`config.mk`:
```
export PLATFORM = sky130hd
export DESIGN_NAME = sdr_cmd_monitor
export DESIGN_NICKNAME = d
export VERILOG_FILES = /design/src/rtl/sdrmon_pkg.sv /design/src/rtl/sdrmon_decode.sv /design/src/rtl/sdrmon_mode.sv /design/src/rtl/sdrmon_bank.sv /design/src/rtl/sdr_cmd_monitor.sv
export SDC_FILE = /design/constraint.sdc
export NUM_CORES = 1
export LEC_CHECK = 0
export ABC_CLOCK_PERIOD_IN_PS = 4900
export BUFFER_PORTS_ARGS = -buffer_cell sky130_fd_sc_hd__buf_2
export CORE_MARGIN = 2
export CORE_UTILIZATION = 45
export DETAILED_ROUTE_END_ITERATION = 8
export PLACE_DENSITY = 0.73
export SLEW_MARGIN = 5
export SYNTH_ARGS = -nofsm -noshare
export SYNTH_HDL_FRONTEND = slang
export SYNTH_SLANG_ARGS = --single-unit
```
`constraint.sdc`:
```
create_clock -name clk -period 4.9 [get_ports clk]
set_clock_uncertainty 0.2 [all_clocks]
set_input_delay 0.735 -clock clk [delete_from_list [all_inputs] [get_ports clk]]
set_output_delay 0.735 -clock clk [all_outputs]
set_load 0.05 [all_outputs]
```
`src/rtl/sdrmon_pkg.sv`:
```
`timescale 1ns/1ps
package sdrmon_pkg;

    typedef enum logic [3:0] {
        CMD_INHIBIT,
        CMD_NOP,
        CMD_ACT,
        CMD_RD,
        CMD_WR,
        CMD_BST,
        CMD_PRE,
        CMD_AREF,
        CMD_SREF,
        CMD_LMR
    } cmd_e;

    typedef enum logic [3:0] {
        ERR_NONE        = 4'd0,
        ERR_RW_IDLE     = 4'd1,
        ERR_ACT_OPEN    = 4'd2,
        ERR_REF_OPEN    = 4'd3,
        ERR_LMR_A12     = 4'd4,
        ERR_IN_SELFREF  = 4'd5,
        ERR_RW_APWAIT   = 4'd6,
        ERR_AP_FULLPAGE = 4'd7
    } err_e;

    typedef enum logic [1:0] {
        BK_IDLE,
        BK_OPEN,
        BK_APWAIT
    } bank_st_e;

    typedef enum logic {
        MON_RUN,
        MON_SELFREF
    } mon_st_e;

endpackage

```
`src/rtl/sdrmon_decode.sv`:
```
`timescale 1ns/1ps
module sdrmon_decode
    import sdrmon_pkg::*;
(
    input  logic cke,
    input  logic cs_n,
    input  logic ras_n,
    input  logic cas_n,
    input  logic we_n,
    output cmd_e cmd
);

    always_comb begin
        cmd = CMD_INHIBIT;
        if (!cs_n) begin
            unique case ({ras_n, cas_n, we_n})
                3'b111: cmd = CMD_NOP;
                3'b011: cmd = CMD_ACT;
                3'b101: cmd = CMD_RD;
                3'b100: cmd = CMD_WR;
                3'b110: cmd = CMD_BST;
                3'b010: cmd = CMD_PRE;
                3'b001: cmd = cke ? CMD_AREF : CMD_SREF;
                3'b000: cmd = CMD_LMR;
                default: cmd = CMD_NOP;
            endcase
        end
    end

endmodule

```
`src/rtl/sdrmon_mode.sv`:
```
`timescale 1ns/1ps
module sdrmon_mode #(
    parameter int CNT_W = 3
) (
    input  logic             clk,
    input  logic             rst_n,
    input  logic             load,
    input  logic [2:0]       bl_code,
    output logic [CNT_W-1:0] ap_len,
    output logic             full_page
);

    logic [2:0] code_q;

    always_ff @(posedge clk or negedge rst_n) begin
        if (!rst_n) begin
            code_q <= 3'b000;
        end else if (load) begin
            code_q <= bl_code;
        end
    end

    // Remaining edges after the access edge before the bank closes.
    always_comb begin
        unique case (code_q)
            3'b001:  ap_len = CNT_W'(1);
            3'b010:  ap_len = CNT_W'(3);
            3'b011:  ap_len = CNT_W'(7);
            default: ap_len = '0;
        endcase
        full_page = (code_q == 3'b111);
    end

    assert_mode_hold_R7: assert property (@(posedge clk) disable iff (!rst_n)
        !load |=> $stable(code_q));

endmodule

```
`src/rtl/sdrmon_bank.sv`:
```
`timescale 1ns/1ps
module sdrmon_bank
    import sdrmon_pkg::*;
#(
    parameter int ROW_W  = 13,
    parameter int CNT_W  = 3,
    parameter int AP_BIT = 10
) (
    input  logic             clk,
    input  logic             rst_n,
    input  cmd_e             cmd,
    input  logic             hit,
    input  logic [ROW_W-1:0] addr,
    input  logic [CNT_W-1:0] ap_len,
    input  logic             full_page,
    output logic             is_open,
    output logic [ROW_W-1:0] row_q,
    output err_e             err
);

    bank_st_e         st_q, st_d;
    logic [ROW_W-1:0] row_d;
    logic [CNT_W-1:0] cnt_q, cnt_d;
    logic             pre_hit;
    logic             acc;
    logic             act;

    assign pre_hit = (cmd == CMD_PRE) && (addr[AP_BIT] || hit);
    assign acc     = ((cmd == CMD_RD) || (cmd == CMD_WR)) && hit;
    assign act     = (cmd == CMD_ACT) && hit;

    // State register
    always_ff @(posedge clk or negedge rst_n) begin
        if (!rst_n) begin
            st_q  <= BK_IDLE;
            row_q <= '0;
            cnt_q <= '0;
        end else begin
            st_q  <= st_d;
            row_q <= row_d;
            cnt_q <= cnt_d;
        end
    end

    // Next state and error output
    always_comb begin
        st_d  = st_q;
        row_d = row_q;
        cnt_d = cnt_q;
        err   = ERR_NONE;
        unique case (st_q)
            BK_IDLE: begin
                if (act) begin
                    st_d  = BK_OPEN;
                    row_d = addr;
                end else if (acc) begin
                    err = ERR_RW_IDLE;
                end
            end
            BK_OPEN: begin
                if (act) begin
                    err = ERR_ACT_OPEN;
                end else if (pre_hit) begin
                    st_d = BK_IDLE;
                end else if (acc && addr[AP_BIT]) begin
                    if (full_page) begin
                        err = ERR_AP_FULLPAGE;
                    end else begin
                        st_d  = BK_APWAIT;
                        cnt_d = ap_len;
                    end
                end
            end
            BK_APWAIT: begin
                if (act) begin
                    err = ERR_ACT_OPEN;
                end else if (acc) begin
                    err = ERR_RW_APWAIT;
                end
                if (pre_hit || (cnt_q == '0)) begin
                    st_d = BK_IDLE;
                end else begin
                    cnt_d = cnt_q - CNT_W'(1);
                end
            end
            default: st_d = BK_IDLE;
        endcase
    end

    assign is_open = (st_q != BK_IDLE);

    assert_act_loads_row_R3: assert property (@(posedge clk) disable iff (!rst_n)
        (st_q == BK_IDLE && act) |=> (is_open && row_q == $past(addr)));

    assert_rw_idle_stays_R5: assert property (@(posedge clk) disable iff (!rst_n)
        (st_q == BK_IDLE && acc) |=> (st_q == BK_IDLE));

    assert_ap_expiry_R8: assert property (@(posedge clk) disable iff (!rst_n)
        (st_q == BK_APWAIT && cnt_q == '0) |=> (st_q == BK_IDLE));

    assert_act_keeps_row_R4: assert property (@(posedge clk) disable iff (!rst_n)
        (st_q != BK_IDLE && act) |=> $stable(row_q));

endmodule

```
`src/rtl/sdr_cmd_monitor.sv`:
```
`timescale 1ns/1ps
module sdr_cmd_monitor
    import sdrmon_pkg::*;
#(
    parameter int ROW_W  = 13,
    parameter int BANKS  = 4,
    parameter int MAX_BL = 8,
    parameter int AP_BIT = 10
) (
    input  logic                   clk,
    input  logic                   rst_n,
    input  logic                   cke,
    input  logic                   cs_n,
    input  logic                   ras_n,
    input  logic                   cas_n,
    input  logic                   we_n,
    input  logic [ROW_W-1:0]       addr,
    input  logic [$clog2(BANKS)-1:0] ba,
    output logic [BANKS-1:0]       bank_open,
    output logic [BANKS*ROW_W-1:0] bank_row,
    output logic                   viol_valid,
    output logic [3:0]             viol_code,
    output logic                   in_selfref
);

    localparam int BA_W      = $clog2(BANKS);
    localparam int CNT_W     = $clog2(MAX_BL);
    localparam int GUARD_BIT = ROW_W - 1;

    cmd_e             cmd_raw;
    cmd_e             bank_cmd;
    mon_st_e          mon_q, mon_d;
    err_e             top_err;
    err_e             bank_err [BANKS];
    logic [BANKS-1:0] bank_err_nz;
    logic [3:0]       err_all;
    logic             any_open;
    logic             lmr_load;
    logic [CNT_W-1:0] ap_len;
    logic             full_page;

    sdrmon_decode u_decode (
        .cke   (cke),
        .cs_n  (cs_n),
        .ras_n (ras_n),
        .cas_n (cas_n),
        .we_n  (we_n),
        .cmd   (cmd_raw)
    );

    sdrmon_mode #(.CNT_W(CNT_W)) u_mode (
        .clk       (clk),
        .rst_n     (rst_n),
        .load      (lmr_load),
        .bl_code   (addr[2:0]),
        .ap_len    (ap_len),
        .full_page (full_page)
    );

    assign bank_cmd = (mon_q == MON_RUN) ? cmd_raw : CMD_NOP;

    for (genvar b = 0; b < BANKS; b++) begin : g_bank
        sdrmon_bank #(
            .ROW_W  (ROW_W),
            .CNT_W  (CNT_W),
            .AP_BIT (AP_BIT)
        ) u_bank (
            .clk       (clk),
            .rst_n     (rst_n),
            .cmd       (bank_cmd),
            .hit       (ba == BA_W'(b)),
            .addr      (addr),
            .ap_len    (ap_len),
            .full_page (full_page),
            .is_open   (bank_open[b]),
            .row_q     (bank_row[b*ROW_W +: ROW_W]),
            .err       (bank_err[b])
        );
        assign bank_err_nz[b] = (bank_err[b] != ERR_NONE);
    end

    assign any_open = |bank_open;

    // Monitor state register
    always_ff @(posedge clk or negedge rst_n) begin
        if (!rst_n) begin
            mon_q <= MON_RUN;
        end else begin
            mon_q <= mon_d;
        end
    end

    // Monitor next state and top-level checks
    always_comb begin
        mon_d    = mon_q;
        top_err  = ERR_NONE;
        lmr_load = 1'b0;
        unique case (mon_q)
            MON_RUN: begin
                if (cmd_raw == CMD_AREF) begin
                    if (any_open) top_err = ERR_REF_OPEN;
                end else if (cmd_raw == CMD_SREF) begin
                    if (any_open) top_err = ERR_REF_OPEN;
                    mon_d = MON_SELFREF;
                end else if (cmd_raw == CMD_LMR) begin
                    if (addr[GUARD_BIT]) top_err = ERR_LMR_A12;
                    else                 lmr_load = 1'b1;
                end
            end
            MON_SELFREF: begin
                if (cmd_raw != CMD_INHIBIT && cmd_raw != CMD_NOP) begin
                    top_err = ERR_IN_SELFREF;
                end
                if (cke) mon_d = MON_RUN;
            end
            default: mon_d = MON_RUN;
        endcase
    end

    // Merge error sources; at most one source is active per cycle
    always_comb begin
        err_all = top_err;
        for (int b = 0; b < BANKS; b++) begin
            err_all = err_all | bank_err[b];
        end
    end

    // Registered outputs
    always_ff @(posedge clk or negedge rst_n) begin
        if (!rst_n) begin
            viol_valid <= 1'b0;
            viol_code  <= 4'd0;
        end else begin
            viol_valid <= (err_all != 4'd0);
            viol_code  <= err_all;
        end
    end

    assign in_selfref = (mon_q == MON_SELFREF);

    assert_one_bank_err_R13: assert property (@(posedge clk) disable iff (!rst_n)
        $onehot0(bank_err_nz));

    assert_pre_all_closes_R6: assert property (@(posedge clk) disable iff (!rst_n)
        (mon_q == MON_RUN && cmd_raw == CMD_PRE && addr[AP_BIT]) |=> (bank_open == '0));

    assert_lmr_guard_R7: assert property (@(posedge clk) disable iff (!rst_n)
        (mon_q == MON_RUN && cmd_raw == CMD_LMR && addr[GUARD_BIT])
        |=> (viol_valid && viol_code == ERR_LMR_A12));

    assert_selfref_hold_R12: assert property (@(posedge clk) disable iff (!rst_n)
        (mon_q == MON_SELFREF && !cke) |=> in_selfref);

    assert_selfref_blocks_R12: assert property (@(posedge clk) disable iff (!rst_n)
        (mon_q == MON_SELFREF && cmd_raw == CMD_ACT && bank_open == '0)
        |=> (bank_open == '0));

    assert_aref_stays_R10: assert property (@(posedge clk) disable iff (!rst_n)
        (mon_q == MON_RUN && cmd_raw == CMD_AREF) |=> !in_selfref);

endmodule

```
Yosys cells after proc, flatten, opt, wreduce, memory -nomap -nowiden. Cells that the tools add are included. Widths: inputs -> output; s select.

Flip-flop bits (word level): 81. Input bits: 22. Output and inout port bits: 62. Word-level logic and storage cells: 250.

$add $sub $neg: 4. Eq/ne operators: 66. Mux-type cells: 100. Bitwise logic cells: 5. Reduce and logical (&&, ||, !) cells: 59.

Operators with widths (number): $mux 4 (25); $mux 3 (25); $pmux 4 s3 (4); $mux 2 (22); $ne 2x2->1 const B (16); $pmux 4 s8 (1); $ne 2x1->1 const B (12); $pmux 2 s3 (4); $pmux 3 s2 (4); $reduce_and 6->1 (4); $reduce_and 5->1 (4); $logic_and 1x1->1 (17); $or 4x4->4 (4); $reduce_bool 2->1 (8); $eq 3x3->1 const B (5); $logic_not 3->1 (5); $eq 2x2->1 const B (6); $eq 3x2->1 const B (4); $eq 4x3->1 const B (3); $mux 1 (12); $ne 3x1->1 const B (4); $ne 3x2->1 const B (4); $sub 3x1->3 const B (4); $eq 2x1->1 const B (5); other kinds (13) (32).

Longest topological paths before layout. Gate-level depths: netlist of the first run.

Word-level depth: 17. Depth in mapped cells: 7. Depth with buffers taken out: 7.

Cells and area by module. Synthesis of the first run repeated with hierarchy kept, for this count alone.

Cells, all modules: 377. Area, all modules: 4559.4 um2.

Modules (own cells, without submodules): sdrmon_bank (g_bank[1].u_bank ...) (instances 3, cells an instance 80, area an instance 1008.5 um2, sequential area each 450.4 um2); sdrmon_bank (g_bank[0].u_bank) (instances 1, cells an instance 82, area an instance 965.9 um2, sequential area each 450.4 um2); sdr_cmd_monitor (instances 1, cells an instance 33, area an instance 354.1 um2, sequential area each 150.1 um2); sdrmon_mode (instances 1, cells an instance 10, area an instance 140.1 um2, sequential area each 75.1 um2); sdrmon_decode (instances 1, cells an instance 12, area an instance 73.8 um2, sequential area each 0.0 um2).

Worst setup path before layout of the first run. No wires, ideal clock.

Path kind: input port to flip-flop. Start: input cs_n. End: register g_bank[3].u_bank.row_q[11]. Library setup time: 125 ps. Arrival: 1998 ps. Data required time: 4575 ps. Slack: 2577 ps. Stages: 6. Buffers on the path: 1. Path through: nor3_4 > and2_2 > nand3_1 > nor2_2 > buf_6 > mux2_2.

Cells in the longest elaborated chain, start to end: 5.

Ends and longest elaborated chain: start, declared (RTL line sdr_cmd_monitor.sv:13) `input logic cs_n,`; $mux 4 (RTL line sdrmon_decode.sv:15) `if (!cs_n) begin`; $mux 4 (RTL line sdr_cmd_monitor.sv:60) `assign bank_cmd = (mon_q == MON_RUN) ? cmd_raw : CMD_NOP;`; $eq 4x2->1 (RTL line sdrmon_bank.sv:30) `assign act = (cmd == CMD_ACT) && hit;`; $logic_and 1x1->1 (RTL line sdrmon_bank.sv:30); $reduce_and 2->1 (no source line); end signal, assigned (RTL line sdrmon_bank.sv:40) `row_q <= row_d;`; end, declared (RTL line sdrmon_bank.sv:17) `output logic [ROW_W-1:0] row_q,`.

Every way passes these cells. A chain may end at the register's enable or synchronous reset.

Worst setup path in the final report of the first run.
Start: input cs_n. End: register g_bank[3].u_bank.row_q[10].

The elaborated chain is that of the path after synthesis.

==> results.md, run 1 <==
- Mapped Nets: 380
- Number of synthesized register bits: 80
- P per Cell Area: 528 mW/mm2
- Routed wl met3: 750 um
- Worst skew pair latency: 350 ps
- Register share of total power: 38.1%
- Layout cells sized above 1: 38.6%
- Die area: 0.00969 mm2
- Ranking of synthesized cells by area: dfrtp_1 50%, mux2_2 15%, ha_1 2.5%
- Total power: 2470 uW
- Distinct cells, synth: 61
- Root buffer cell: clkbuf_8
- DR iter-0 viols: 139
- Vias: 3029
- Post-CTS Resized: 0
- Peak supply drop: 0.284 mV
- GRT Overall Usage: 20.2%
- Final Hold Fails: 0
- Post-synthesis simple-gate area fraction: 15.0%
- Worst path cell trace: buf_2 -> nor3_4 -> and2_2 -> nand3_1 -> nor2_2 -> mux2_2
- Setup TNS: 0 ps
- Die Wd: 98.5 um
- RSZ-0062 raised after global routing: false
- Worst-margin pin slew: 981 ps
- Largest family of logic cells by synthesized area: multiplexers
- Crit path time final: 2570 ps
- Final setup vio count: 0
- Initial antenna violation count: 0
- Proportion of synthesized area in mux cells: 17.0%
- Vias per inst: 5.58
- Drt total wl: 9330 um
- DR WL met2: 4390 um
- Hpwl dp: 6810 um
- Post-synthesis compound-gate area fraction: 11.7%
- Max Used Layer: met4
- Clk pin slew, worst setup/hold paths: 80 ps
- Most common cell in the netlist: dfrtp_1
- Element type at the critical path end: flop
- IO Pins: 84
- Period utilisation layout: 52.4%
- Pins over their slew limit: 0
- Post-cts hold buffer count: 0
- H-tree levels: 3
- Effective utilization at floorplan: 46.3%
- Fillers: 781
- # DRC: 0
- First-pass DRT Iterations: 4
- Area delta synth->final: 16.5%
- Synth Area in XOR/XNOR: 0%
- Max Cap Violations: 0
- DP Area: 0.00448 mm2
- Gate Count Post-Synth: 350
- N_diodes: 0
- First-pass GRT wire length: 15600 um
- Max_slew headroom: 34.6%
- Synth area leader: dfrtp_1
- Seq. cell area: 0.00200 mm2
- Largest net degree at the start of global routing: 81
- Final GP Congestion: 0.911
- P_sw: 1100 uW
- Post-synth EDFFs: 0
- CORE AREA: 0.00868 mm2
- TritonCTS buffer count: 9
- Crit path DAT: 2600 ps
- Post-synthesis area per instance: 11.5 um2
- Worst Setup Path Type: input pin to flop
- Grt ovf: 0
- Nets: 461
- Worst path slowest cell: nor2_2
- Die extent in y: 98.5 um
- Buf/Inv on CP: 1
- Int Power: 1370 uW
- Hold crit path type: flop to flop
- Net Sw Frac: 44.4%
- Comb power frac: 42.2%
- Wl on met1: 4060 um
- Synth Area in Adders: 2.49%
- CP Launch Type: input pin
- Max stage delay on crit path: 580 ps
- Ys flop type: dfrtp_1
- Fin area: 0.00468 mm2
- Kind of cell adding the most delay to the critical path: simple AND/OR/NAND/NOR gates
- Setup Buffers After CTS: 0
- Top post-synthesis cells by count: 80 x dfrtp_1, 53 x mux2_2, 24 x nor2_1, 21 x inv_1, 19 x a21oi_1
- Multi-input combinational cell area: 0.00186 mm2
- Max Root-Sink Buffers: 2
- CP Data Required Time: 4930 ps
- CTS sink count: 80
- # rows: 34
- Asr flop ratio synth: 100%
- Status: completed
- CP max FO: 13
- Leak: 0.00237 uW
- Sequential element share of the synthesized area: 49.9%
- Clock power share: 19.7%
- Fmax: 389 MHz
- WL/cell: 17.2 um
- Post-route ant nets: 0
- Post-Syn Area: 0.00402 mm2
- Vias in the first global route: 3058
- Port Buffers: 82
- TritonCTS clock tree: done
- Top cell type's share of synthesized area: 49.9%
- Yosys warns: 0
-- worst min-delay path, delay by kind of cell, from the launching register on --
| kind | cells | cell delay [ps] |
|---|---|---|
| AOI/OAI and AO/OA | 1 | 60 |
| and+or+nand+nor | 1 | 50 |
| DFF | 1 | 360 |
-- layout make-up --
cell class              count  area share (%)
flip-flops and latches     80            42.8
multi-input cells         237            39.7
repair buffers             82            8.83
well taps                 108            2.89
clock buffers               9            2.65
inverters                  21            1.69
clock inverters             6            1.47
-- layer usage --
metal,global-route usage (%),up-vias
li1,-,1417
met3,6.81,15
met4,6.74,0
met5,0,-
met1,27.4,1478
met2,30.8,119
-- worst paths after layout --
kind / startpoint / end / slack, ps / depth (start not counted)
max reg2reg: in_selfref$_DFF_PN0_ / g_bank[3].u_bank.row_q[10]$_DFFE_PN0P_ / 2420 / 5
min reg2reg: g_bank[0].u_bank.row_q[10]$_DFFE_PN0P_ / g_bank[0].u_bank.row_q[10]$_DFFE_PN0P_ / 290 / 2
max: cs_n / g_bank[3].u_bank.row_q[10]$_DFFE_PN0P_ / 2330 / 6
min: g_bank[0].u_bank.row_q[10]$_DFFE_PN0P_ / g_bank[0].u_bank.row_q[10]$_DFFE_PN0P_ / 290 / 2
max in group asynchronous: rst_n / g_bank[2].u_bank.st_q[1]$_DFFE_PN0P_ / 3530 / 1
min in group asynchronous: rst_n / viol_code[1]$_DFF_PN0_ / 320 / 1
-- layout by cell type (no fill, tap or decap), types with 2 or more instances in the layout --
| cell | count |
|---|---|
| a21o_1 | 2 |
| a21oi_1 | 19 |
| a22oi_1 | 3 |
| a31o_2 | 2 |
| a31oi_1 | 2 |
| and2_1 | 4 |
| and3_1 | 3 |
| and3b_1 | 3 |
| buf_2 | 81 |
| clkbuf_8 | 9 |
| clkinv_4 | 2 |
| dfrtp_1 | 80 |
| ha_1 | 8 |
| inv_1 | 21 |
| mux2_2 | 53 |
| mux2i_1 | 5 |
| nand2_1 | 15 |
| nand2b_1 | 8 |
| nand3_1 | 11 |
| nand3b_1 | 2 |
| nand4_1 | 3 |
| nor2_1 | 24 |
| nor2b_1 | 7 |
| nor3_1 | 5 |
| nor3_4 | 2 |
| nor3b_1 | 3 |
| o211ai_1 | 2 |
| o21ai_0 | 17 |
| o21bai_1 | 2 |
| o31ai_1 | 2 |
-- sequential cells by signal, indices dropped and copies added, names as in the netlist --
register	flops
g_bank.u_bank.cnt_q	12
g_bank.u_bank.row_q	52
g_bank.u_bank.st_q	8
in_selfref	1
u_mode.code_q	3
viol_code	3
viol_valid	1
-- stage by stage --
stage	utilization [%]	std cells	setup WS, ps	hold WS (ps)
global route	53.9	543	2210	316
finish	53.9	543	2330	293
global placement	51.7	528	2000	262
CTS	53.9	543	2350	295
floorplan	-	350	2580	239
detailed placement	51.7	528	1970	274
-- cell families after synthesis --
kind of cell / count (synthesis)
flip-flops: 80
AND/OR/NAND/NOR: 101
multiplexers: 60
buffers and inverters: 33
AO/OA/AOI/OAI: 67
adder cells (fa/ha/maj): 8
other: 1
-- power by group through the flow --
| stage | combinational (uW) | sequential, uW | clock [uW] |
|---|---|---|---|
| 6_report | 1040 | 942 | 486 |
| 2_1_floorplan | 409 | 1330 | 0 |
| 3_5_place_dp | 1050 | 950 | 0 |
| 3_3_place_gp | 1020 | 944 | 0 |
| 5_1_grt | 1120 | 966 | 529 |
| 4_1_cts | 1050 | 941 | 498 |
(Power assumes the default switching activity.)
==> inputs of run 2 (changes only) <==
- ABC_AREA: not set -> 1
- ABC_CLOCK_PERIOD_IN_PS: 4900 -> 2700
- clock period: 4.9 -> 2.7 ns (I/O delays scaled with it)
==> run 2 against run 1 <==
  * Total power up 130%
  * Sequential cell count is the same
  * Hold slack worse by 200 ps
  * Die area decreased by 1.0%
  * Highest routed layer unchanged
==> results.md, run 2 <==
- Grt ovf: 0 (unchanged)
- Ys flop type: dfrtp_1
- P per Cell Area: 1190 mW/mm2 (+130%)
- Vias in the first global route: 3481 (+14%)
- Vias: 3533 (+17%)
- Sequential element share of the synthesized area: 50.4% (+0.53 points)
- N_diodes: 0 (unchanged)
- Initial antenna violation count: 0 (unchanged)
- IO Pins: 84 (unchanged)
- Worst Min Path Start: cke
- Leak: 0.00254 uW (+7.0%)
- Distinct cells, synth: 29 (-52%)
- Clk pin slew, worst setup/hold paths: 90 ps (about the same)
- Die area: 0.00960 mm2 (-1.0%)
- Hold crit path type: input pin to flop
- Top post-synthesis cells by count: 128 x nand2_1, 80 x dfrtp_1, 63 x inv_1, 52 x o21ai_1, 43 x nor2_1
- Largest Register: g_bank.u_bank.row_q
- Final setup vio count: 0 (unchanged)
- Worst hold slack: 97.2 ps (-196 ps)
- Largest net degree at the start of global routing: 46 (-43%)
- Number of synthesized register bits: 80 (unchanged)
- Element type at the critical path end: flop
- Status: completed
- Max Root-Sink Buffers: 2 (unchanged)
- Die extent in y: 98.0 um (-0.51%)
- H-tree levels: 3 (unchanged)
- Asr flop ratio synth: 100% (unchanged)
- First-pass GRT wire length: 16300 um (+4.8%)
- # DRC: 0 (unchanged)
- Pins over their slew limit: 0 (unchanged)
- Die Wd: 98.0 um (-0.51%)
- CP Data Required Time: 2720 ps (-2210 ps)
- Yosys warns: 0 (unchanged)
- Drt total wl: 9580 um (+2.7%)
- Max Cap Violations: 0 (unchanged)
- CTS sink count: 80 (unchanged)
- Setup TNS: 0 ps (unchanged)
- Ranking of synthesized cells by area: dfrtp_1 50%, nand2_1 12%, o21ai_1 6.6%
- Final Hold Fails: 0 (unchanged)
- Commonest non-fill, non-tap cell in the layout: nand2_1
- Worst path slowest cell: dfrtp_1
- RSZ-0062 raised after global routing: false
- Synth area leader: dfrtp_1
- Max FFs per register: 52 (unchanged)
- Post-synth EDFFs: 0 (unchanged)
- TritonCTS buffer count: 9 (unchanged)
- Mapped Nets: 523 (+38%)
- First-pass DRT Iterations: 4 (unchanged)
- Post-cts hold buffer count: 1 (+1)
- TritonCTS clock tree: done
- Gate Count Post-Synth: 493 (+41%)
- Pre-CTS WS: 311 ps (-1660 ps)
- Post-synthesis area per instance: 8.06 um2 (-30%)
- Crit path DAT: 2180 ps (-420 ps)
- Vias per inst: 5.13 (-8.1%)
- Root buffer cell: clkbuf_8
- Worst Setup Path Type: flop to flop
- Layout cells sized above 1: 22.7% (-16 points)
- Post-Syn Area: 0.00397 mm2 (-1.1%)
- Crit path top cell by count: nand2_2
- # rows: 34 (unchanged)
- Top cell type's share of synthesized area: 50.4% (+0.53 points)
- Most common cell in the netlist: nand2_1
- Final worst slack: 538 ps (-1790 ps)
- Worst setup path start: in_selfref$_DFF_PN0_
- Effective utilization at floorplan: 46.0% (-0.26 points)
- DR iter-0 viols: 152 (+9.4%)
- Nets: 606 (+31%)
- Worst skew pair latency: 340 ps (about the same)
- Period utilisation layout: 80.1%
- Fmax: 463 MHz
- Worst-margin pin slew: 792 ps (-188 ps)
- CORE AREA: 0.00864 mm2 (-0.49%)
- Peak supply drop: 0.816 mV (+190%)
- Worst path cell trace: inv_1 -> nand3_2 -> nor2_4 -> nand2_2 -> nor3_2 -> nand2_2 -> nand2_1 -> o21ai_1
- Max stage delay on crit path: 420 ps (-160 ps)
- Setup Buffers After CTS: 0 (unchanged)
- Final GP Congestion: 0.948 (+4.1%)
- CP Launch Type: flop
- Post-CTS Resized: 0 (unchanged)
- Area delta synth->final: 17.5%
- Port Buffers: 82 (unchanged)
- WL/cell: 13.9 um (-19%)
- Hpwl dp: 7070 um (+3.8%)
- Biggest regs: g_bank.u_bank.row_q (52), g_bank.u_bank.cnt_q (12), g_bank.u_bank.st_q (8)
- CP max FO: 27 (+14)
- GRT Overall Usage: 20.7% (+0.54 points)
- Crit path time final: 2160 ps
- Max_slew headroom: 46.8% (+12 points)
- Reg2Reg Launch Point: in_selfref$_DFF_PN0_
- Post-route ant nets: 0 (unchanged)
- Most frequent cells in the layout: 128 x nand2_1, 81 x buf_2, 80 x dfrtp_1, 63 x inv_1, 52 x o21ai_1
## run 2: cell types whose count changed in the layout (fill, tap and decap cells not counted), sizes merged, moves of 5 or more
cell,delta
a21oi,-11
and2,-5
buf,+5
inv,+48
mux2,-54
mux2i,-5
nand2,+119
nand2b,-8
nand3,+8
nand4,+13
nor2,+19
nor2b,-6
o21ai,+69
## run 2: metal layers
layer  wire [um]  vias to the layer above  GRT usage [%]
li1            -                     1747              -
met1        4230                     1671           26.7
met2        4560                      106           34.7
met3         714                        9           5.44
met4          72                        0           5.98
met5           0                        -              0
## run 2: worst max-delay path, delay by kind of cell (launching register included)
family	cells	cell delay, ps
AOI/OAI and AO/OA	1	70
buffers and inverters	1	200
DFF	1	420
and+or+nand+nor	6	1130
## run 2: worst paths after layout
kind | to | slack [ps] | cells after the start
max | g_bank[2].u_bank.row_q[6]$_DFFE_PN0P_ | 540 | 8
min in group asynchronous | g_bank[0].u_bank.st_q[0]$_DFFE_PN0P_ | 360 | 2
max reg2reg | g_bank[2].u_bank.row_q[6]$_DFFE_PN0P_ | 540 | 8
min reg2reg | g_bank[1].u_bank.row_q[3]$_DFFE_PN0P_ | 290 | 2
min | in_selfref$_DFF_PN0_ | 100 | 2
max in group asynchronous | g_bank[2].u_bank.row_q[9]$_DFFE_PN0P_ | 1350 | 3
## run 2: power breakdown
part	total, uW	leakage [uW]	switching, uW	internal, uW
clock	840	0.0000895	471	369
combinational	2830	0.00140	2160	671
sequential	1900	0.00105	251	1650
## run 2: cell type report
type	instances	area, um2
repair buffers	88	473
clock inverters	6	50.0
clock buffers	10	138
flip-flops and latches	80	2000
fillers	842	3970
well taps	108	135
inverters	68	255
multi-input cells	329	1610
## run 2: kinds of logic (layout without fill, tap and decap cells)
logic type	count (synthesis)	after routing	share of synthesized area, %
flops	80	80	50.4
buf+inv	84	172	8.98
other cells	1	1	0.0944
fa+ha+maj	8	8	2.52
compound gates	101	101	14.0
simple gates	219	219	24.0
## run 2: through the flow
step | utilization (%) | total power [uW] | instances | area, um2
floorplan | - | 4080 | 493 | 3970
global placement | 51.8 | 4690 | 672 | 4470
detailed placement | 51.8 | 4760 | 672 | 4470
CTS | 54.0 | 5620 | 689 | 4670
global route | 54.0 | 5950 | 689 | 4670
finish | 54.0 | 5570 | 689 | 4670
==> inputs of run 3 (changes only) <==
- ABC_AREA: 1 -> 0
- ABC_CLOCK_PERIOD_IN_PS: 2700 -> 1800
- PLACE_DENSITY: 0.73 -> 0.75
- clock period: 2.7 -> 1.8 ns (I/O delays scaled with it)
==> run 3 against run 2 <==
  * Via count fell by 3.5%
  * Global-route usage rose by 4.0 points
  * Critical path depth fell by 1
  * Fmax rose by 3.4%
  * Non-clock buffer count rose by 80
  * The run now ends with negative setup slack left
  * First-iteration DRC count fell by 20%
  * Die area rose by 1.0%
  * Sequential power rose by 34%
  * Design area rose by 24%
  * Total power rose by 31%
  * Wire length rose by 22%
  * Critical path type unchanged
  * Worst setup slack got worse by 830 ps
==> results.md, run 3 (synthesis results as in run 1) <==
- Nets: 547 (-9.7%)
- Net Sw Frac: 45.0% (-6.7 points)
- Vias per inst: 5.41 (+5.6%)
- Final worst slack: -291 ps (-829 ps)
- Max FFs per register: 52 (unchanged)
- Port Buffers: 82 (unchanged)
- Element type at the critical path end: flop
- H-tree levels: 3 (unchanged)
- Initial antenna violation count: 0 (unchanged)
- Die Wd: 98.5 um (+0.52%)
- Clk pin slew, worst setup/hold paths: 100 ps (about the same)
- Hpwl dp: 8230 um (+16%)
- WL/cell: 18.5 um (+33%)
- CP Launch Type: flop
- First-pass GRT wire length: 18800 um (+15%)
- Max Cap Violations: 0 (unchanged)
- Largest net degree at the start of global routing: 50 (+8.7%)
- Grt ovf: 0 (unchanged)
- Final setup vio count: 76 (+76)
- # DRC: 0 (unchanged)
- Die extent in y: 98.5 um (+0.52%)
- Final Hold Fails: 0 (unchanged)
- P_sw: 3280 uW (+14%)
- Max Root-Sink Buffers: 2 (unchanged)
- GRT Overall Usage: 24.7% (+4.0 points)
- Drt total wl: 11700 um (+22%)
- Effective utilization at floorplan: 46.3% (+0.26 points)
- P per Cell Area: 1250 mW/mm2 (+5.1%)
- Failing checks: negative setup slack
- Crit path DAT: 2130 ps (-50 ps)
- First-pass DRT Iterations: 4 (unchanged)
- Final GP Congestion: 0.947 (-0.12%)
- IO Pins: 84 (unchanged)
- # rows: 34 (unchanged)
- Die area: 0.00969 mm2 (+1.0%)
- Reg2Reg Launch Point: in_selfref$_DFF_PN0_
- Root buffer cell: clkbuf_8
- Biggest regs: g_bank.u_bank.row_q (52), g_bank.u_bank.cnt_q (12), g_bank.u_bank.st_q (8)
- TritonCTS clock tree: done
- TritonCTS buffer count: 9 (unchanged)
- Clock power share: 17.9% (+2.8 points)
- Area delta synth->final: 44.4%
- Layout cells sized above 1: 51.9% (+29 points)
- Int Power: 4000 uW (+49%)
- Worst setup path start: in_selfref$_DFF_PN0_
- Worst skew pair latency: 350 ps (about the same)
- Worst Min Path Start: addr[0]
- Hold crit path type: input pin to flop
- Crit path time final: 2090 ps (-70.8 ps)
- R2R Setup Slk: -290 ps (-830 ps)
- Period utilisation layout: 116% (+36 points)
- Total power: 7270 uW (+31%)
- Fmax: 478 MHz (+3.4%)
- CORE AREA: 0.00868 mm2 (+0.49%)
- Peak supply drop: 0.959 mV (+17%)
- Vias in the first global route: 3715 (+6.7%)
- N_diodes: 0 (unchanged)
- Comb power frac: 47.1% (-3.7 points)
- Most frequent cells in the layout: 79 x dfrtp_1, 79 x buf_2, 60 x buf_4, 30 x mux2_2, 23 x mux2_4
- CP max FO: 10 (-63%)
- Largest Register: g_bank.u_bank.row_q
- RSZ-0062 raised after global routing: true
- Pre-CTS WS: -354 ps (-665 ps)
- Worst hold slack: 17.5 ps (-79.8 ps)
- Post-route ant nets: 0 (unchanged)
- CTS sink count: 80 (unchanged)
- Status: finished, violations left
- Vias: 3410 (-3.5%)
- Pins over their slew limit: 0 (unchanged)
- Register share of total power: 35.1% (+1.0 points)
- Setup TNS: -15870 ps (-15870 ps)
- Worst Setup Path Type: flop to flop
- Leak: 0.00294 uW (+16%)
- DR iter-0 viols: 121 (-20%)
- CP Data Required Time: 1840 ps (-880 ps)
[run 3: cell types whose count changed in the layout (fill, tap and decap cells not counted), moves of 23 or more]
cell	previous run	this run
mux2_2	0	30
nor2_1	43	20
o21ai_1	52	6
buf_4	5	60
mux2_4	0	23
inv_1	63	20
nand2_1	128	14
[run 3: worst paths after layout]
kind	endpoint	depth (start not counted)
min in group asynchronous	g_bank[0].u_bank.cnt_q[0]$_DFFE_PN0P_	2
max in group asynchronous	g_bank[3].u_bank.row_q[4]$_DFFE_PN0P_	3
worst max-delay path	g_bank[3].u_bank.row_q[11]$_DFFE_PN0P_	7
worst max register to register	g_bank[3].u_bank.row_q[11]$_DFFE_PN0P_	7
worst min-delay path	g_bank[1].u_bank.row_q[0]$_DFFE_PN0P_	2
worst min register to register	g_bank[0].u_bank.row_q[10]$_DFFE_PN0P_	2
[run 3: routing by layer]
| metal | part of all wire [%] | track usage, % | vias to the layer above |
|---|---|---|---|
| met5 | 0 | 0 | - |
| met2 | 50 | 42.9 | 101 |
| li1 | - | - | 1583 |
| met4 | 1.7 | 7.27 | 0 |
| met3 | 5.5 | 5.32 | 16 |
| met1 | 42 | 31.3 | 1710 |
[run 3: area by class of cell]
cell class              instances  area, um2
clock buffers                   9        124
clock inverters                 7       62.6
fillers                       668       2880
inverters                      21       78.8
multi-input cells             237       2150
flip-flops and latches         80       2010
well taps                     108        135
repair buffers                168       1240
[run 3: metrics by stage]
| step | instances | util [%] | instance area [um2] |
|---|---|---|---|
| 2_1_floorplan | 350 | - | 4140 |
| 3_3_place_gp | 594 | 60.0 | 5210 |
| 3_5_place_dp | 594 | 60.0 | 5210 |
| 4_1_cts | 629 | 66.1 | 5730 |
| 5_1_grt | 630 | 66.8 | 5800 |
| 6_report | 630 | 66.8 | 5800 |
[run 3: power by group through the flow]
stage	sequential, uW	clock, uW	combinational [uW]
finish	2550	1300	3420
global route	2600	1400	3630
CTS	2530	1330	3370
detailed placement	2550	0	3270
global placement	2520	0	3160
floorplan	3640	0	1200
[run 3: critical path, cell delays in order, from the launching register on]
cell and delay, ps:
dfrtp_4 510, buf_4 150, nor3_4 160, and2_4 230
nand3_4 110, nor2_4 140, buf_12 170, mux2_4 310
[run 3: timing repair]
action / in CTS / in global routing
setup buffers: 6 / 3
resized for setup: 34 / 23
pin swaps: 13 / 10
hold endpoints to repair: 108 / 0
cloned: 2 / 0
hold buffers: 11 / 0
endpoints found under the setup margin: 82 / 83
